## src/rtl/iso_rx_pkg.sv

```systemverilog
package iso_rx_pkg;
  localparam int WORD_W   = 32;
  localparam int CHAN_W   = 6;
  localparam int TAG_W    = 2;
  localparam int LEN_W    = 16;
  localparam int NUM_CHAN = 1 << CHAN_W;
  localparam int NUM_TAG  = 1 << TAG_W;
  localparam int WORDS_W  = LEN_W - 1;
  localparam int LEN_LSB  = 16;
  localparam int TAG_LSB  = 14;
  localparam int CHAN_LSB = 8;

  typedef enum logic [2:0] {
    ST_IDLE,
    ST_REQ,
    ST_DESC,
    ST_COPY,
    ST_DRAIN
  } seq_state_e;

  function automatic logic [WORDS_W-1:0] payload_words(input logic [LEN_W-1:0] len);
    logic [LEN_W:0] padded;
    padded = {1'b0, len} + (LEN_W+1)'(3);
    return WORDS_W'(padded >> 2);
  endfunction
endpackage

```

## src/rtl/iso_rx_ctx_match.sv

```systemverilog
module iso_rx_ctx_match
  import iso_rx_pkg::*;
(
  input  logic                clk,
  input  logic                rst_n,
  input  logic                enable,
  input  logic                multi,
  input  logic [CHAN_W-1:0]   cfg_chan,
  input  logic [NUM_CHAN-1:0] chan_mask,
  input  logic [NUM_TAG-1:0]  tag_mask,
  input  logic [CHAN_W-1:0]   pkt_chan,
  input  logic [TAG_W-1:0]    pkt_tag,
  output logic                hit
);
  logic chan_ok;
  logic tag_ok;

  always_comb begin
    chan_ok = multi ? chan_mask[pkt_chan] : (cfg_chan == pkt_chan);
    tag_ok  = tag_mask[pkt_tag];
    hit     = enable & chan_ok & tag_ok;
  end

  // a context that is switched off stays silent
  a_r6_disabled_no_hit: assert property (@(posedge clk) disable iff (!rst_n)
    !enable |-> !hit);
endmodule

```

## src/rtl/iso_rx_prio.sv

```systemverilog
module iso_rx_prio #(
  parameter int N     = 8,
  localparam int IDX_W = (N > 1) ? $clog2(N) : 1
) (
  input  logic             clk,
  input  logic             rst_n,
  input  logic [N-1:0]     hit,
  output logic             any,
  output logic [IDX_W-1:0] idx,
  output logic [N-1:0]     grant
);
  always_comb begin
    idx = '0;
    for (int i = N - 1; i >= 0; i--) begin
      if (hit[i]) idx = IDX_W'(i);
    end
    any   = |hit;
    grant = hit & (~hit + N'(1));
  end

  // exactly one winner whenever any context matches
  a_r7_grant_onehot: assert property (@(posedge clk) disable iff (!rst_n)
    $onehot0(grant) && ((|hit) == (|grant)));
  a_r7_grant_is_index: assert property (@(posedge clk) disable iff (!rst_n)
    any |-> grant[idx]);
endmodule

```

## src/rtl/iso_rx_seq.sv

```systemverilog
module iso_rx_seq
  import iso_rx_pkg::*;
#(
  parameter int NUM_CTX = 8,
  parameter int ADDR_W  = 32,
  parameter int CNT_W   = 16,
  localparam int IDX_W  = (NUM_CTX > 1) ? $clog2(NUM_CTX) : 1
) (
  input  logic              clk,
  input  logic              rst_n,
  input  logic              fifo_empty,
  input  logic [WORD_W-1:0] fifo_rdata,
  output logic              fifo_pop,
  input  logic              hit_any,
  input  logic [IDX_W-1:0]  hit_idx,
  output logic              bus_req,
  input  logic              bus_gnt,
  input  logic              desc_valid,
  input  logic [ADDR_W-1:0] desc_base,
  output logic              wr_valid,
  output logic [ADDR_W-1:0] wr_addr,
  output logic [WORD_W-1:0] wr_data,
  output logic              done_valid,
  output logic [IDX_W-1:0]  done_ctx,
  output logic [CNT_W-1:0]  discard_count
);
  seq_state_e          state_q, state_d;
  logic [WORDS_W-1:0]  rem_q, rem_d;
  logic [IDX_W-1:0]    ctx_q, ctx_d;
  logic [ADDR_W-1:0]   addr_q, addr_d;
  logic [CNT_W-1:0]    disc_q, disc_d;
  logic [WORDS_W-1:0]  hdr_words;
  logic                rem_en, ctx_en, addr_en, disc_en;

  assign hdr_words = payload_words(fifo_rdata[LEN_LSB +: LEN_W]);

  always_comb begin
    state_d    = state_q;
    rem_d      = rem_q;
    ctx_d      = ctx_q;
    addr_d     = addr_q;
    disc_d     = disc_q;
    rem_en     = 1'b0;
    ctx_en     = 1'b0;
    addr_en    = 1'b0;
    disc_en    = 1'b0;
    fifo_pop   = 1'b0;
    bus_req    = 1'b0;
    wr_valid   = 1'b0;
    done_valid = 1'b0;
    unique case (state_q)
      ST_IDLE: begin
        if (!fifo_empty) begin
          fifo_pop = 1'b1;
          rem_en   = 1'b1;
          rem_d    = hdr_words;
          ctx_en   = 1'b1;
          ctx_d    = hit_idx;
          if (hit_any) begin
            state_d = ST_REQ;
          end else if (hdr_words == '0) begin
            disc_en = 1'b1;
            disc_d  = disc_q + CNT_W'(1);
          end else begin
            state_d = ST_DRAIN;
          end
        end
      end
      ST_REQ: begin
        bus_req = 1'b1;
        if (bus_gnt) state_d = ST_DESC;
      end
      ST_DESC: begin
        bus_req = 1'b1;
        if (desc_valid) begin
          addr_en = 1'b1;
          addr_d  = desc_base;
          if (rem_q == '0) begin
            done_valid = 1'b1;
            state_d    = ST_IDLE;
          end else begin
            state_d = ST_COPY;
          end
        end
      end
      ST_COPY: begin
        bus_req = 1'b1;
        if (!fifo_empty) begin
          fifo_pop = 1'b1;
          wr_valid = 1'b1;
          addr_en  = 1'b1;
          addr_d   = addr_q + ADDR_W'(1);
          rem_en   = 1'b1;
          rem_d    = rem_q - WORDS_W'(1);
          if (rem_q == WORDS_W'(1)) begin
            done_valid = 1'b1;
            state_d    = ST_IDLE;
          end
        end
      end
      ST_DRAIN: begin
        if (!fifo_empty) begin
          fifo_pop = 1'b1;
          rem_en   = 1'b1;
          rem_d    = rem_q - WORDS_W'(1);
          if (rem_q == WORDS_W'(1)) begin
            disc_en = 1'b1;
            disc_d  = disc_q + CNT_W'(1);
            state_d = ST_IDLE;
          end
        end
      end
      default: state_d = ST_IDLE;
    endcase
  end

  always_ff @(posedge clk or negedge rst_n) begin
    if (!rst_n) begin
      state_q <= ST_IDLE;
      rem_q   <= '0;
      ctx_q   <= '0;
      addr_q  <= '0;
      disc_q  <= '0;
    end else begin
      state_q <= state_d;
      if (rem_en)  rem_q  <= rem_d;
      if (ctx_en)  ctx_q  <= ctx_d;
      if (addr_en) addr_q <= addr_d;
      if (disc_en) disc_q <= disc_d;
    end
  end

  assign wr_addr       = addr_q;
  assign wr_data       = fifo_rdata;
  assign done_ctx      = ctx_q;
  assign discard_count = disc_q;

  // never pop a FIFO that shows nothing
  a_r2_pop_has_data: assert property (@(posedge clk) disable iff (!rst_n)
    fifo_pop |-> !fifo_empty);
  // payload beats only while the bus is held
  a_r8_write_holds_bus: assert property (@(posedge clk) disable iff (!rst_n)
    wr_valid |-> bus_req);
  // back-to-back beats step the word address by one
  a_r9_addr_increments: assert property (@(posedge clk) disable iff (!rst_n)
    (wr_valid && $past(wr_valid)) |-> (wr_addr == $past(wr_addr) + ADDR_W'(1)));
  // completion reported only with a final beat or a zero-length descriptor
  a_r10_done_in_transfer: assert property (@(posedge clk) disable iff (!rst_n)
    done_valid |-> (wr_valid || desc_valid));
  // the drop counter moves by at most one per cycle
  a_r11_discard_single_step: assert property (@(posedge clk) disable iff (!rst_n)
    (discard_count != $past(discard_count)) |->
      (discard_count == $past(discard_count) + CNT_W'(1)));
endmodule

```

## src/rtl/iso_rx_dispatch.sv

```systemverilog
module iso_rx_dispatch
  import iso_rx_pkg::*;
#(
  parameter int NUM_CTX = 8,
  parameter int ADDR_W  = 32,
  parameter int CNT_W   = 16,
  localparam int IDX_W  = (NUM_CTX > 1) ? $clog2(NUM_CTX) : 1
) (
  input  logic                         clk,
  input  logic                         rst_n,
  input  logic                         fifo_empty,
  input  logic [WORD_W-1:0]            fifo_rdata,
  output logic                         fifo_pop,
  input  logic [NUM_CTX-1:0]           ctx_enable,
  input  logic [NUM_CTX-1:0]           ctx_multi,
  input  logic [NUM_CTX*CHAN_W-1:0]    ctx_channel,
  input  logic [NUM_CTX*NUM_CHAN-1:0]  ctx_chan_mask,
  input  logic [NUM_CTX*NUM_TAG-1:0]   ctx_tag_mask,
  output logic                         bus_req,
  input  logic                         bus_gnt,
  input  logic                         desc_valid,
  input  logic [ADDR_W-1:0]            desc_base,
  output logic                         wr_valid,
  output logic [ADDR_W-1:0]            wr_addr,
  output logic [WORD_W-1:0]            wr_data,
  output logic                         done_valid,
  output logic [IDX_W-1:0]             done_ctx,
  output logic [CNT_W-1:0]             discard_count
);
  logic [CHAN_W-1:0]  pkt_chan;
  logic [TAG_W-1:0]   pkt_tag;
  logic [NUM_CTX-1:0] ctx_hit;
  logic [NUM_CTX-1:0] ctx_grant;
  logic               hit_any;
  logic [IDX_W-1:0]   hit_idx;

  assign pkt_chan = fifo_rdata[CHAN_LSB +: CHAN_W];
  assign pkt_tag  = fifo_rdata[TAG_LSB +: TAG_W];

  for (genvar g = 0; g < NUM_CTX; g++) begin : g_ctx
    iso_rx_ctx_match u_match (
      .clk       (clk),
      .rst_n     (rst_n),
      .enable    (ctx_enable[g]),
      .multi     (ctx_multi[g]),
      .cfg_chan  (ctx_channel[g*CHAN_W +: CHAN_W]),
      .chan_mask (ctx_chan_mask[g*NUM_CHAN +: NUM_CHAN]),
      .tag_mask  (ctx_tag_mask[g*NUM_TAG +: NUM_TAG]),
      .pkt_chan  (pkt_chan),
      .pkt_tag   (pkt_tag),
      .hit       (ctx_hit[g])
    );
  end

  iso_rx_prio #(.N(NUM_CTX)) u_prio (
    .clk   (clk),
    .rst_n (rst_n),
    .hit   (ctx_hit),
    .any   (hit_any),
    .idx   (hit_idx),
    .grant (ctx_grant)
  );

  iso_rx_seq #(.NUM_CTX(NUM_CTX), .ADDR_W(ADDR_W), .CNT_W(CNT_W)) u_seq (
    .clk           (clk),
    .rst_n         (rst_n),
    .fifo_empty    (fifo_empty),
    .fifo_rdata    (fifo_rdata),
    .fifo_pop      (fifo_pop),
    .hit_any       (hit_any),
    .hit_idx       (hit_idx),
    .bus_req       (bus_req),
    .bus_gnt       (bus_gnt),
    .desc_valid    (desc_valid),
    .desc_base     (desc_base),
    .wr_valid      (wr_valid),
    .wr_addr       (wr_addr),
    .wr_data       (wr_data),
    .done_valid    (done_valid),
    .done_ctx      (done_ctx),
    .discard_count (discard_count)
  );

  // the winning grant agrees with the index handed to the sequencer
  a_r7_winner_hits: assert property (@(posedge clk) disable iff (!rst_n)
    hit_any |-> (ctx_grant[hit_idx] && ctx_hit[hit_idx]));
endmodule

```

## config.mk

```make
export PLATFORM = sky130hd
export DESIGN_NAME = iso_rx_dispatch
export DESIGN_NICKNAME = d
export VERILOG_FILES = /design/src/rtl/iso_rx_pkg.sv /design/src/rtl/iso_rx_ctx_match.sv /design/src/rtl/iso_rx_prio.sv /design/src/rtl/iso_rx_seq.sv /design/src/rtl/iso_rx_dispatch.sv
export SDC_FILE = /design/constraint.sdc
export NUM_CORES = 1
export LEC_CHECK = 0
export CAP_MARGIN = 0
export CELL_PAD_IN_SITES_DETAIL_PLACEMENT = 0
export CELL_PAD_IN_SITES_GLOBAL_PLACEMENT = 2
export CORE_AREA = 2 2 294 296
export DETAILED_ROUTE_END_ITERATION = 12
export DIE_AREA = 0 0 296 298
export DONT_BUFFER_PORTS = 1
export HOLD_SLACK_MARGIN = 0.02
export PLACE_DENSITY_LB_ADDON = 0.2
export SLEW_MARGIN = 25
export SYNTH_ARGS = -nofsm -noshare
export SYNTH_HDL_FRONTEND = slang
export SYNTH_SLANG_ARGS = --single-unit
```

## constraint.sdc

```tcl
create_clock -name clk -period 2.6 [get_ports clk]
set_input_delay 0.39 -clock clk [delete_from_list [all_inputs] [get_ports clk]]
set_output_delay 0.39 -clock clk [all_outputs]
set_load 0.02 [all_outputs]
```

==> impl_results.md <==
- Die ar.: just under 90,000 um2
- All-Layer GR Usage: between 10% and 20%
- Die Width: about 300 um
- RSZ-0062 raised after global routing: yes
- Crit path top cell by count: buf_4
- Hold Crit Class: input port to flop
- Post-synth cell types: between 60 and 70
- Vias in the first global route: between 10,000 and 15,000
- Slowest stage delay, CP: ~0.48 ns
- FP Rows: approximately 110
- Period minus WS final: slightly above 3 ns
- Ys flop type: dfrtp_1
- Status: finished with violations
- CTS tree: done
- Fraction of registers with async set/reset: between 90% and 100%
- Sw Ratio: a little under half
- Compound-Gate Fraction of Synth Area: between 15 and 20%
- Slowest-stage cell, CP: mux4_2
- Worst-case reg-to-reg path depth: 9
- Mapped Cells: roughly 1,100
- Final setup fails: 21
- Leak: 4.41 nW
- Commonest cells post-synth: a21oi_1 (98), mux2i_1 (87), mux4_2 (80), dfrtp_1 (69), nand2_1 (68)
- Routed vias/inst: around 4.2
- PnR worst setup slack: -0.433 ns
- Number of synthesized flops with an enable pin: 0
- # DRC: 0
- Post-Synth XOR/XNOR Area: 6.51%
- Dominant cells by area after synthesis: mux4_2 (18%), dfrtp_1 (18%), mux2i_1 (8.9%)
- Switching Power: around 3.3 mW
- Worst-path fanout max: about 160
- CP Launch Point: fifo_rdata[9]
- Register bit total from synthesis: between 60 and 70
- Max Buffers Root-to-Sink: 2
- Initial Util: between 10% and 20%
- Hold path cells: 2
- WL/cell: roughly 27 um
- Mapped Nets: between 1,500 and 2,000
- Reg clk slew, reported paths: 0.06 ns
- Grt total ovfl: 0
- # IOs: roughly 760
- Startpoint types: input port
- Synthesized cell area: between 9000 and 10,000 um2
- Largest net degree at the start of global routing: ~160
- Largest family of logic cells by synthesized area: multiplexers
- Post-Route Setup TNS: -7.20 ns
- Detail Placement HPWL: a little over 50,000 um
- VDD IR max: between 0.2 and 0.3 mV
- Critical path required time: approximately 2.9 ns
- Critical path type: input port to flop
- Mux cell area share after synthesis: between 30% and 40%
- 1st-pass router iterations: 5
- Fin. Hold Viols: 0
- Adder-cell share of the synthesized area: less than 1%
- Yosys warns: 0
- Final core occ: around 15%
- Failing checks: setup timing
- CTS buffer count: 9
- Max-cap viol count: 0
- # port buffers: 0
- # H-tree levels: 3
- Syn Area/Cell: a little over 9 um2
- CP arrival: between 3 and 4 ns
- Core ar.: approximately 85,000 um2
- Cell Pwr Density: roughly 580 nW/um2
- Reg power frac: ~28%
- Internal power: roughly 3.9 mW
- Crit share post-route: 117%
- First-pass GRT wire length: 81,100 um
- Clock share of power: about a fifth
- Post-Synth Simple-Gate Area: about 15%
- Clk_lat worst skew: roughly 0.36 ns
- Cell accounting for the most synthesized area: mux4_2
- Synth top area share: 18.3%
- Max-Slew Margin vs Limit: around 48%
- Largest delay share family, worst path: multiplexers
- Final Skew: about 0.012 ns
- WL final: between 60,000 and 70,000 um
- CP endpoint kind: flop
- Levels on crit path: 13
- Worst path bufs/invs: 4
- CP cell instances: mux4_2, and2_4, a211oi_4, buf_4, nor4_1, a311oi_2, buf_4, nand4_4, nor4b_4, buf_6, buf_12, nor2_2, mux2_2
- Vias: around 9,400
- Tightest Pin Transition: just under 0.8 ns
- Combinational Power Share: between 50% and 60%
- Routability cong.: between 0.8 and 0.9
- NumNets Final: 1,769
- Slew Limit Fails: 0
- Area delta synth->final: 25.8%
- Root buf cell: clkbuf_16
- Die height: roughly 300 um
- 1st-iter DRT viols: roughly 460
- Count leader, synth: a21oi_1
- Routed Antenna Nets: 0
- Initial antenna violation count: 33
- Clock sinks: around 70
- RR Startpoint: u_seq.rem_q[7]$_DFFE_PN0P_
- Sequential fraction of the synthesis area: ~18%
- Fraction of layout instances using a drive strength above 1: around 28%
- HP Start: desc_base[0]
- Fmax: around 330 MHz
==> kinds of logic after synthesis <==
kind of cell | Yosys count
and+or+nand+nor | 290
AOI/OAI and AO/OA | 277
muxes | 201
buffers and inverters | 139
xor gates and xnor gates | 73
DFF | 69
adders and majority gates | 4
==> power by group through the flow <==
stage	Sequential, mW	Clock [mW]	Combinational (mW)
after floorplan	2.14	0	2.31
after global placement	2.10	0	3.68
after detailed placement	2.09	0	3.66
after CTS	2.07	1.52	3.77
after global routing	2.12	1.56	4.16
final	2.06	1.45	3.71
==> worst register-to-register path, delay by kind of cell, from the launching register on <==
family / cells / cell delay (ns)
buf+inv: 3 / 0.41
flops: 1 / 0.37
mux: 1 / 0.26
simple gates: 5 / 1.33
==> area by class of cell <==
cell class / count / area, um2
Tap cell: 1144 / 1430
Clock buffer: 9 / 225
Multi-Input combinational cell: 845 / 7550
Fill cell: 9728 / 72500
Inverter: 20 / 75.1
Timing Repair Buffer: 143 / 1210
Sequential cell: 69 / 1730
Clock inverter: 7 / 104
Antenna cell: 13 / 32.5
==> metal layers <==
| layer | track usage [%] | up-vias | share of wire (%) |
|---|---|---|---|
| li1 | - | 4171 | - |
| met1 | 15.6 | 4639 | 39 |
| met2 | 24.7 | 462 | 53 |
| met3 | 2.45 | 66 | 6.0 |
| met4 | 2.14 | 14 | 1.6 |
| met5 | 0 | - | 0.15 |
==> cells in the final DEF, fill, tap and decap left out, types with 19 or more instances in the layout <==
cell type and instances:
a21oi_1 98, o22ai_1 23, and3_1 19, nand2_1 67
nand3_1 33, xor2_1 52, o21ai_0 49, nor2_1 55
inv_1 19, a22oi_1 35, mux2i_1 86, xnor2_1 21
dfrtp_1 69, nor3_1 22, mux4_2 93, buf_4 131
==> registers in the layout, summed over array words and instances (netlist names) <==
| name | count |
|---|---|
| u_seq.discard_count | 16 |
| u_seq.done_ctx | 3 |
| u_seq.rem_q | 15 |
| u_seq.state_q | 3 |
| u_seq.wr_addr | 32 |
==> through the flow <==
stage / instances / hold WS [ns] / setup WS (ns) / instance area (um2) / power, mW
floorplan: 1053 / 0.0944 / -0.626 / 9910 / 4.45
global placement: 2208 / 0.0967 / -1.06 / 11700 / 5.78
detailed placement: 2208 / 0.0971 / -1.08 / 11700 / 5.75
CTS: 2231 / 0.139 / -0.289 / 12200 / 7.36
global route: 2249 / 0.165 / -0.381 / 12400 / 7.85
finish: 2250 / 0.166 / -0.433 / 12400 / 7.21
==> timing repair <==
action,in CTS,in global routing
hold endpoints to repair,69,0
resized for setup,32,23
hold buffers,2,0
buffers inserted,5,5
setup endpoints to repair,21,23
cloned,0,1
pin swaps,13,20
==> final timing paths <==
kind	end	slack (ns)
min in group asynchronous	u_seq.wr_addr[8]$_DFFE_PN0P_	0.60
worst min-delay path	u_seq.wr_addr[0]$_DFFE_PN0P_	0.17
worst max-delay path	u_seq.discard_count[1]$_DFFE_PN0P_	-0.43
worst min register to register	u_seq.rem_q[3]$_DFFE_PN0P_	0.53
max in group asynchronous	u_seq.rem_q[0]$_DFFE_PN0P_	1.67
worst max register to register	u_seq.discard_count[1]$_DFFE_PN0P_	0.10
No activity file was read; power rests on OpenSTA's default activity.
